--- src/rtl/mono_lcd_pkg.sv ---
package mono_lcd_pkg;

  localparam int unsigned LP_TS      = 9;
  localparam int unsigned SHIFT_LEAD = 16;
  localparam int unsigned FP_EDGE    = 23;
  localparam int unsigned LINE_OVH   = 33;
  localparam int unsigned SLOT_TS    = 8;
  localparam int unsigned SLOT_HIGH  = 4;

  function automatic int unsigned disp_ts(input int unsigned n);
    return (n + 1) * SLOT_TS;
  endfunction

  function automatic int unsigned gap_ts(input int unsigned m);
    return (m + 1) * SLOT_TS;
  endfunction

  function automatic int unsigned line_ts(input int unsigned n, input int unsigned m);
    return disp_ts(n) + gap_ts(m) + LINE_OVH;
  endfunction

  function automatic logic in_window(input int unsigned h, input int unsigned n);
    return (h >= SHIFT_LEAD) && (h < SHIFT_LEAD + disp_ts(n));
  endfunction

  function automatic logic shift_level(input int unsigned h, input int unsigned n);
    return in_window(h, n) && (((h - SHIFT_LEAD) % SLOT_TS) < SLOT_HIGH);
  endfunction

  function automatic logic slot_open(input int unsigned h, input int unsigned n);
    return in_window(h, n) && (((h - SHIFT_LEAD) % SLOT_TS) == 0);
  endfunction

endpackage

--- src/rtl/lcd_pix_tick.sv ---
module lcd_pix_tick #(
  parameter int DIVW = 2
) (
  input  logic            clk,
  input  logic            rst,
  input  logic [DIVW-1:0] sel,
  output logic            tick_o
);

  logic [DIVW-1:0] cnt_q;

  assign tick_o = !rst && (cnt_q >= sel);

  always_ff @(posedge clk) begin
    if (rst)         cnt_q <= '0;
    else if (tick_o) cnt_q <= '0;
    else             cnt_q <= cnt_q + DIVW'(1);
  end

  AST_TICK_GAP: assert property (@(posedge clk) disable iff (rst)
    (tick_o && sel != '0) |=> !tick_o);

endmodule

--- src/rtl/lcd_line_seq.sv ---
module lcd_line_seq
  import mono_lcd_pkg::*;
#(
  parameter int HDW = 7,
  parameter int HGW = 5,
  parameter int HCW = 11
) (
  input  logic           clk,
  input  logic           rst,
  input  logic           tick,
  input  logic [HDW-1:0] hdisp,
  input  logic [HGW-1:0] hgap,
  output logic [HCW-1:0] h_o,
  output logic [HCW-1:0] h_nxt_o,
  output logic           wrap_o,
  output logic           lp_o,
  output logic           shift_o,
  output logic           active_o,
  output logic           load_o,
  output logic           clear_o
);

  logic [HCW-1:0] h_q;
  logic [HCW-1:0] h_nxt;
  int unsigned    last_ts;
  int unsigned    hv;
  int unsigned    hnv;
  int unsigned    nv;

  always_comb begin
    nv      = 32'(hdisp);
    last_ts = line_ts(nv, 32'(hgap)) - 1;
    hv      = 32'(h_q);
    h_nxt   = (hv >= last_ts) ? '0 : h_q + HCW'(1);
    hnv     = 32'(h_nxt);
  end

  always_ff @(posedge clk) begin
    if (rst)       h_q <= '0;
    else if (tick) h_q <= h_nxt;
  end

  assign h_o      = h_q;
  assign h_nxt_o  = h_nxt;
  assign wrap_o   = tick && (hv >= last_ts);
  assign lp_o     = hv < LP_TS;
  assign shift_o  = shift_level(hv, nv);
  assign active_o = in_window(hv, nv);
  assign load_o   = tick && slot_open(hnv, nv);
  assign clear_o  = tick && !in_window(hnv, nv);

  AST_SHIFT_OFF_IN_LP: assert property (@(posedge clk) disable iff (rst)
    lp_o |-> !shift_o);

  AST_LINE_RESTART: assert property (@(posedge clk) disable iff (rst)
    wrap_o |=> (h_q == '0));

  AST_LP_AT_LINE_START: assert property (@(posedge clk) disable iff (rst)
    $rose(lp_o) |-> (h_q == '0));

endmodule

--- src/rtl/lcd_frame_ctl.sv ---
module lcd_frame_ctl
  import mono_lcd_pkg::*;
#(
  parameter int VW  = 10,
  parameter int HCW = 11
) (
  input  logic           clk,
  input  logic           rst,
  input  logic           tick,
  input  logic           wrap,
  input  logic           lp,
  input  logic [HCW-1:0] h,
  input  logic [HCW-1:0] h_nxt,
  input  logic [VW-1:0]  vlines,
  output logic           fp_o,
  output logic           mod_o
);

  logic [VW-1:0] line_q;
  logic          last_line;
  logic          fp_rise_step;

  assign last_line    = (line_q == vlines);
  assign fp_rise_step = tick && last_line && (32'(h_nxt) == FP_EDGE);

  always_ff @(posedge clk) begin
    if (rst) begin
      line_q <= '0;
    end else if (wrap) begin
      line_q <= (line_q >= vlines) ? '0 : line_q + VW'(1);
    end
  end

  always_ff @(posedge clk) begin
    if (rst)               mod_o <= 1'b0;
    else if (fp_rise_step) mod_o <= ~mod_o;
  end

  assign fp_o = (last_line && (32'(h) >= FP_EDGE)) ||
                ((line_q == '0) && (32'(h) < FP_EDGE));

  AST_FP_SPANS_LP: assert property (@(posedge clk) disable iff (rst)
    (lp && line_q == '0) |-> fp_o);

  AST_MOD_AT_FP_EDGE: assert property (@(posedge clk) disable iff (rst)
    (mod_o != $past(mod_o)) |-> (last_line && 32'(h) == FP_EDGE));

endmodule

--- src/rtl/lcd_pix_out.sv ---
module lcd_pix_out #(
  parameter int LANE_W = 4
) (
  input  logic                clk,
  input  logic                rst,
  input  logic                load,
  input  logic                clear,
  input  logic                valid,
  input  logic [2*LANE_W-1:0] data,
  output logic                ready_o,
  output logic [LANE_W-1:0]   upper_o,
  output logic [LANE_W-1:0]   lower_o
);

  localparam int PIXW = 2 * LANE_W;

  logic [PIXW-1:0] slot_q;

  assign ready_o = load;

  always_ff @(posedge clk) begin
    if (rst)        slot_q <= '0;
    else if (load)  slot_q <= valid ? data : '0;
    else if (clear) slot_q <= '0;
  end

  for (genvar i = 0; i < LANE_W; i++) begin : g_lane
    assign upper_o[i] = slot_q[LANE_W + i];
    assign lower_o[i] = slot_q[i];
  end

  AST_READY_SINGLE: assert property (@(posedge clk) disable iff (rst)
    ready_o |=> !ready_o);

  AST_UNDERRUN_BLANK: assert property (@(posedge clk) disable iff (rst)
    (ready_o && !valid) |=> (upper_o == '0 && lower_o == '0));

endmodule

--- src/rtl/mono_lcd_timing.sv ---
module mono_lcd_timing
  import mono_lcd_pkg::*;
#(
  parameter int DIVW   = 2,
  parameter int HDW    = 7,
  parameter int HGW    = 5,
  parameter int VW     = 10,
  parameter int LANE_W = 4
) (
  input  logic                clk,
  input  logic                rst,
  input  logic [DIVW-1:0]     div_sel,
  input  logic [HDW-1:0]      hdisp,
  input  logic [HGW-1:0]      hgap,
  input  logic [VW-1:0]       vlines,
  input  logic [2*LANE_W-1:0] pix_data,
  input  logic                pix_valid,
  output logic                pix_ready,
  output logic                lcd_frame,
  output logic                lcd_line,
  output logic                lcd_shift,
  output logic                lcd_mod,
  output logic [LANE_W-1:0]   lcd_upper,
  output logic [LANE_W-1:0]   lcd_lower
);

  localparam int MAX_LEN = (2 ** HDW) * 8 + (2 ** HGW) * 8 + 33;
  localparam int HCW     = $clog2(MAX_LEN + 1);

  logic           tick;
  logic [HCW-1:0] h_cur;
  logic [HCW-1:0] h_nxt;
  logic           wrap;
  logic           active;
  logic           load;
  logic           clear;

  lcd_pix_tick #(.DIVW(DIVW)) u_tick (
    .clk    (clk),
    .rst    (rst),
    .sel    (div_sel),
    .tick_o (tick)
  );

  lcd_line_seq #(.HDW(HDW), .HGW(HGW), .HCW(HCW)) u_line (
    .clk      (clk),
    .rst      (rst),
    .tick     (tick),
    .hdisp    (hdisp),
    .hgap     (hgap),
    .h_o      (h_cur),
    .h_nxt_o  (h_nxt),
    .wrap_o   (wrap),
    .lp_o     (lcd_line),
    .shift_o  (lcd_shift),
    .active_o (active),
    .load_o   (load),
    .clear_o  (clear)
  );

  lcd_frame_ctl #(.VW(VW), .HCW(HCW)) u_frame (
    .clk    (clk),
    .rst    (rst),
    .tick   (tick),
    .wrap   (wrap),
    .lp     (lcd_line),
    .h      (h_cur),
    .h_nxt  (h_nxt),
    .vlines (vlines),
    .fp_o   (lcd_frame),
    .mod_o  (lcd_mod)
  );

  lcd_pix_out #(.LANE_W(LANE_W)) u_out (
    .clk     (clk),
    .rst     (rst),
    .load    (load),
    .clear   (clear),
    .valid   (pix_valid),
    .data    (pix_data),
    .ready_o (pix_ready),
    .upper_o (lcd_upper),
    .lower_o (lcd_lower)
  );

  AST_READY_ON_TICK: assert property (@(posedge clk) disable iff (rst)
    pix_ready |-> tick);

  AST_IDLE_BUS: assert property (@(posedge clk) disable iff (rst)
    !active |-> (lcd_upper == '0 && lcd_lower == '0));

endmodule

--- config.mk ---
export PLATFORM = sky130hd
export DESIGN_NAME = mono_lcd_timing
export DESIGN_NICKNAME = d
export VERILOG_FILES = /design/src/rtl/mono_lcd_pkg.sv /design/src/rtl/lcd_pix_tick.sv /design/src/rtl/lcd_line_seq.sv /design/src/rtl/lcd_frame_ctl.sv /design/src/rtl/lcd_pix_out.sv /design/src/rtl/mono_lcd_timing.sv
export SDC_FILE = /design/constraint.sdc
export NUM_CORES = 1
export LEC_CHECK = 0
export CORE_UTILIZATION = 30
export DETAILED_ROUTE_END_ITERATION = 16
export DONT_BUFFER_PORTS = 1
export GPL_TIMING_DRIVEN = 0
export SYNTH_ARGS = -nofsm -noshare
export SYNTH_HDL_FRONTEND = slang
export SYNTH_SLANG_ARGS = --single-unit
--- constraint.sdc ---
create_clock -name clk -period 6.89 [get_ports clk]
set_input_delay 0.689 -clock clk [delete_from_list [all_inputs] [get_ports clk]]
set_output_delay 0.689 -clock clk [all_outputs]
set_load 0.02 [all_outputs]
Yosys cells after proc, flatten, opt, wreduce, memory -nomap -nowiden
Cells that the tools add are included.
W data, S select, Z words.
Word-level totals
  register bits: 32
  word-level logic and storage cells: 54
  input bits: 35
Operators by class
  equal/unequal tests: 2
  multiplexer cells: 5
  add/subtract/negate cells: 11
  magnitude comparators: 11
  bitwise gates (word level): 1
  reductions and logical operators: 19
Operators by type and width (number)
  $lt A11 B32 Y1: 2
  $ge A11 B5 Y1 const B: 3
  $add A11 B32 Y32: 1
  $add A32 B6 Y32 const B: 1
  $add A5 B32 Y32 const A: 1
  $ge A11 B32 Y1: 1
  $logic_not A32 Y1: 1
  $sub A32 B1 Y32 const B: 1
  $mux W8: 3
  $logic_and A1 B1 Y1: 12
  $add A11 B1 Y11 const B: 1
  $eq A11 B5 Y1 const B: 1
  $lt A11 B4 Y1 const B: 1
  $lt A11 B5 Y1 const B: 1
  $mux W11: 1
  $add A10 B1 Y10 const B: 1
  $eq A10 B10 Y1: 1
  $ge A10 B10 Y1: 1
  $logic_not A10 Y1: 1
  $mux W10: 1
  $add A7 B1 Y8 const B: 1
  $add A5 B1 Y6 const B: 1
  $sub A3 B1 Y3 const B: 2
  $lt A3 B3 Y1 const B: 1
  other kinds (7): 8

Longest topological paths before layout
  word-level depth: 12
  mapped depth: 26

Cells and area by module
A second synthesis with hierarchy kept.
Second synthesis, totals
  cell total of the unflattened synthesis: 402
  area, all modules: 3372.0 sq um
By module, submodules not included
  lcd_line_seq: area each 2006.9 sq um, seq. area each 220.2 sq um, cells an instance 247, times used 1
  lcd_frame_ctl: area each 903.4 sq um, seq. area each 220.2 sq um, cells an instance 107, times used 1
  lcd_pix_out: area each 336.6 sq um, seq. area each 160.2 sq um, cells an instance 36, times used 1
  lcd_pix_tick: area each 125.1 sq um, seq. area each 40.0 sq um, cells an instance 12, times used 1

Worst setup path before layout
No wires, ideal clock.
  kind: input -> output
  from: input hdisp[0]
  to: output pix_ready
  path buffers: 1
  data required time: 6201 ps
  path slack: 1165 ps
  stages: 21
  data arrival time: 5036 ps
  cells stage by stage: ha_1 xor2_1 inv_1 ha_1 inv_1 ha_1 a211oi_1 o21bai_1 a21oi_1 xor2_1 ha_1 a21oi_1 a21boi_1 a211o_1 clkbuf_1 a21oi_1 ha_1 a21oi_1 o21ai_0 o2111a_1 a211oi_1
Between the ends
  longest elaborated chain between the ends: 10
  elaborated cells between the ends (all ways): 14
  those cells by class: 6 x add/sub; 3 x order compare; 1 x mux; 4 x reduce/logical
Ends and longest elaborated chain
  start, declared: RTL line mono_lcd_timing.sv:13  | input logic [HDW-1:0] hdisp,
  $add A7 B1 Y8 (*): RTL line mono_lcd_pkg.sv:11  | return (n + 1) * SLOT_TS;
  $add A11 B32 Y32 (*): RTL line mono_lcd_pkg.sv:19  | return disp_ts(n) + gap_ts(m) + LINE_OVH;
  $add A32 B6 Y32 (*): RTL line mono_lcd_pkg.sv:19
  $sub A32 B1 Y32 (*): RTL line lcd_line_seq.sv:32  | last_ts = line_ts(nv, 32'(hgap)) - 1;
  $ge A11 B32 Y1 (*): RTL line lcd_line_seq.sv:34  | h_nxt = (hv >= last_ts) ? '0 : h_q + HCW'(1);
  $mux W11 (*): RTL line lcd_line_seq.sv:34
  net h_nxt[7]: RTL line mono_lcd_timing.sv:32  | logic [HCW-1:0] h_nxt;
  $lt A11 B32 Y1 / $ge A11 B5 Y1 (equally long branches): RTL line mono_lcd_pkg.sv:23  | return (h >= SHIFT_LEAD) && (h < SHIFT_LEAD + disp_ts(n));
  $logic_and A1 B1 Y1 (*): RTL line mono_lcd_pkg.sv:23
  $logic_and A1 B1 Y1 (*): RTL line mono_lcd_pkg.sv:31  | return in_window(h, n) && (((h - SHIFT_LEAD) % SLOT_TS) == 0);
  $logic_and A1 B1 Y1 (*): RTL line lcd_line_seq.sv:49  | assign load_o = tick && slot_open(hnv, nv);
  end, declared: RTL line mono_lcd_timing.sv:18  | output logic pix_ready,
Mark *: on every way through the listed nets, which the timed path passes. The rest lies on a longest branch.

Worst setup path after layout
Ends and elaborated chain as after synthesis.

==> run metrics <==
status=finished clean; Starting Density=0.315; crit end category=primary output; Final Instance Area=3430 sq um; Hold Crit Class=flop to flop; Slew Limit Fails=0; largest net degree at the start of global routing=11; port bufs=0; Peak VDD IR=81.9 uV; antenna-violating nets left=0; nets@finish=488; Final Hold Vio Count=0; WL per Instance=14.3 um; pre-CTS WS=0.484 ns; gpl congestion=0.873; Synth Area per Inst=8.01 sq um; CTS resizes=0; placed cell areas=3300 sq um; GR Util All Layers=0.148; Leakage=1.49 nW; Clock Tree Buf Depth=2; share of cells above drive strength 1=0.0450; met3 track demand over resource=0.0207; final worst-path setup slack=0.446 ns; crit path DAT=5.75 ns; clk_lat worst skew=0.29 ns; via density per instance=5.39; first-pass GRT wire length=13200 um; synthesis-to-finish area growth=9.33%; ys async rst share=0; Crit Path Class=input port to primary output; Max FO, Critical Path=10; vias=2874; fin crit period=6.44 ns; hpwl dp=6050 um; Req. time, crit path=6.20 ns; GR met2 Demand/Resource=0.255; post-CTS setup buffers=0; gr ovfl total=0; register area share after synthesis=0.204; crit start category=input port; number of synthesis warnings=0; number of global-route vias before repair=2848; post-synthesis cell count=392; worst-margin pin slew=0.842 ns; core area=9950 sq um; Die ar.=10900 sq um; R2R Setup Slk=3.06 ns; total CTS buffers=5; Fillers=1029; final setup violation count=0; Clock Pin Slew Worst Setup and Hold Paths=0.07 ns; met1 global-route usage=0.181; TritonRoute pass-1 iters=4; htree depth=2; EDFF count, synth=0; DRC=0; Worst Skew=0.00295 ns; fin crit share=0.935; unrepaired setup endpoints after global routing=false; die width=104 um; Post-Syn Area=3140 sq um; post-synthesis cell type count=52; Main synth FF type=dfxtp_1; Max Clock Freq=155 MHz; antenna diode count=0; Die Ht=104 um; hold buffers post-CTS=0; Worst slew margin=0.434; Fin Setup TNS=0 ns; Site Rows=36; initial antenna violation count=0; Yosys reg bits=32; CTS tree=built; grt peak-use layer=met2; clock sinks=32; max-cap viol count=0; Iteration-0 DRC Markers=134; I/O Pins=48; clock root buffer=clkbuf_8; final wirelength=7640 um; Cell Pwr Density=159 nW/um^2; post-synth net total=481
[cells by family after synthesis]
family          after synthesis  synth area share
compound gates               92             0.209
mux                           3           0.00997
xor+xnor                     30            0.0837
fa+ha+maj                    54             0.218
buf+inv                      49            0.0614
simple gates                132             0.214
flops                        32             0.204
[sequential cells by signal (all words and copies together), names as in the netlist]
register        count
u_line.h_o         11
u_frame.line_q     10
u_out.slot_q        8
u_tick.cnt_q        2
u_frame.mod_o       1
[cell usage in the layout, fill, tap and decap left out, types with 3 or more instances in the layout]
| master | count |
|---|---|
| nor3b_1 | 3 |
| a21oi_1 | 33 |
| nor4_1 | 3 |
| dfxtp_1 | 32 |
| ha_1 | 53 |
| a211oi_1 | 7 |
| nand2b_1 | 6 |
| nand3_1 | 22 |
| nand4_1 | 10 |
| nand2_1 | 33 |
| o21a_1 | 4 |
| or3_1 | 8 |
| buf_2 | 4 |
| xor2_1 | 15 |
| o32ai_1 | 5 |
| a22o_1 | 8 |
| clkbuf_1 | 5 |
| clkbuf_8 | 7 |
| o21ai_0 | 11 |
| a21o_1 | 5 |
| nor2_1 | 25 |
| and4_1 | 3 |
| inv_1 | 38 |
| nor3_1 | 8 |
| xnor2_1 | 15 |
[final cells by class]
class / count / area, sq um / share of cell area
flip-flops and latches: 32 / 641 / 0.187
clock buffers: 7 / 96.3 / 0.0281
inverters: 38 / 143 / 0.0416
well taps: 133 / 166 / 0.0485
plain buffers: 11 / 50.0 / 0.0146
multi-input cells: 311 / 2300 / 0.672
clock inverters: 1 / 30.0 / 0.00875
[worst max-delay path: stages]
cell	delay [ns]
ha_1	0.20
xor2_1	0.29
inv_1	0.08
ha_1	0.34
fa_1	0.48
nor2b_1	0.14
o21a_1	0.14
o21ai_0	0.08
nand2b_1	0.08
a21oi_1	0.07
xor2_1	0.15
ha_1	0.30
nand4_1	0.08
a21oi_1	0.14
a211o_1	0.25
clkbuf_1	0.41
a21oi_1	0.18
ha_1	0.35
a21o_1	0.16
a211oi_1	0.27
o31ai_1	0.24
a211oi_1	0.66
[per-layer routing]
layer | share of wire | vias to the layer above
li1 | - | 1432
met3 | 0.037 | 15
met1 | 0.45 | 1360
met2 | 0.50 | 67
met4 | 0.020 | 0
met5 | 0 | -
[final timing paths]
path	endpoint	cells after the start	startpoint
max	pix_ready	22	hdisp[0]
min reg2reg	u_tick.cnt_q[0]	1	u_tick.cnt_q[0]
max reg2reg	u_out.slot_q[6]	12	u_line.h_o[5]
min	u_tick.cnt_q[0]	1	u_tick.cnt_q[0]
[cell usage after synthesis, types with 10 or more instances]
| library cell | count | area share |
|---|---|---|
| nand2_1 | 33 | 0.039 |
| inv_1 | 38 | 0.045 |
| o21ai_0 | 11 | 0.018 |
| nand3_1 | 22 | 0.035 |
| a21oi_1 | 33 | 0.053 |
| dfxtp_1 | 32 | 0.20 |
| ha_1 | 53 | 0.21 |
| xor2_1 | 15 | 0.042 |
| nor2_1 | 25 | 0.030 |
| xnor2_1 | 15 | 0.042 |
| nand4_1 | 10 | 0.020 |
[stage by stage]
stage          hold WS, ns  total power, mW  std cells  utilization
4_1_cts              0.464            0.549        533        0.345
6_report             0.468            0.544        533        0.345
2_1_floorplan        0.425            0.315        392            -
5_1_grt              0.504            0.581        533        0.345
3_5_place_dp         0.446            0.348        525        0.332
3_3_place_gp         0.435            0.344        525        0.332
[where the power goes]
| group | switching (mW) | internal [mW] |
|---|---|---|
| registers | 0.00617 | 0.189 |
| logic | 0.0900 | 0.0589 |
| clock network | 0.0723 | 0.128 |
| total | 0.168 | 0.376 |
(Power assumes the default switching activity.)
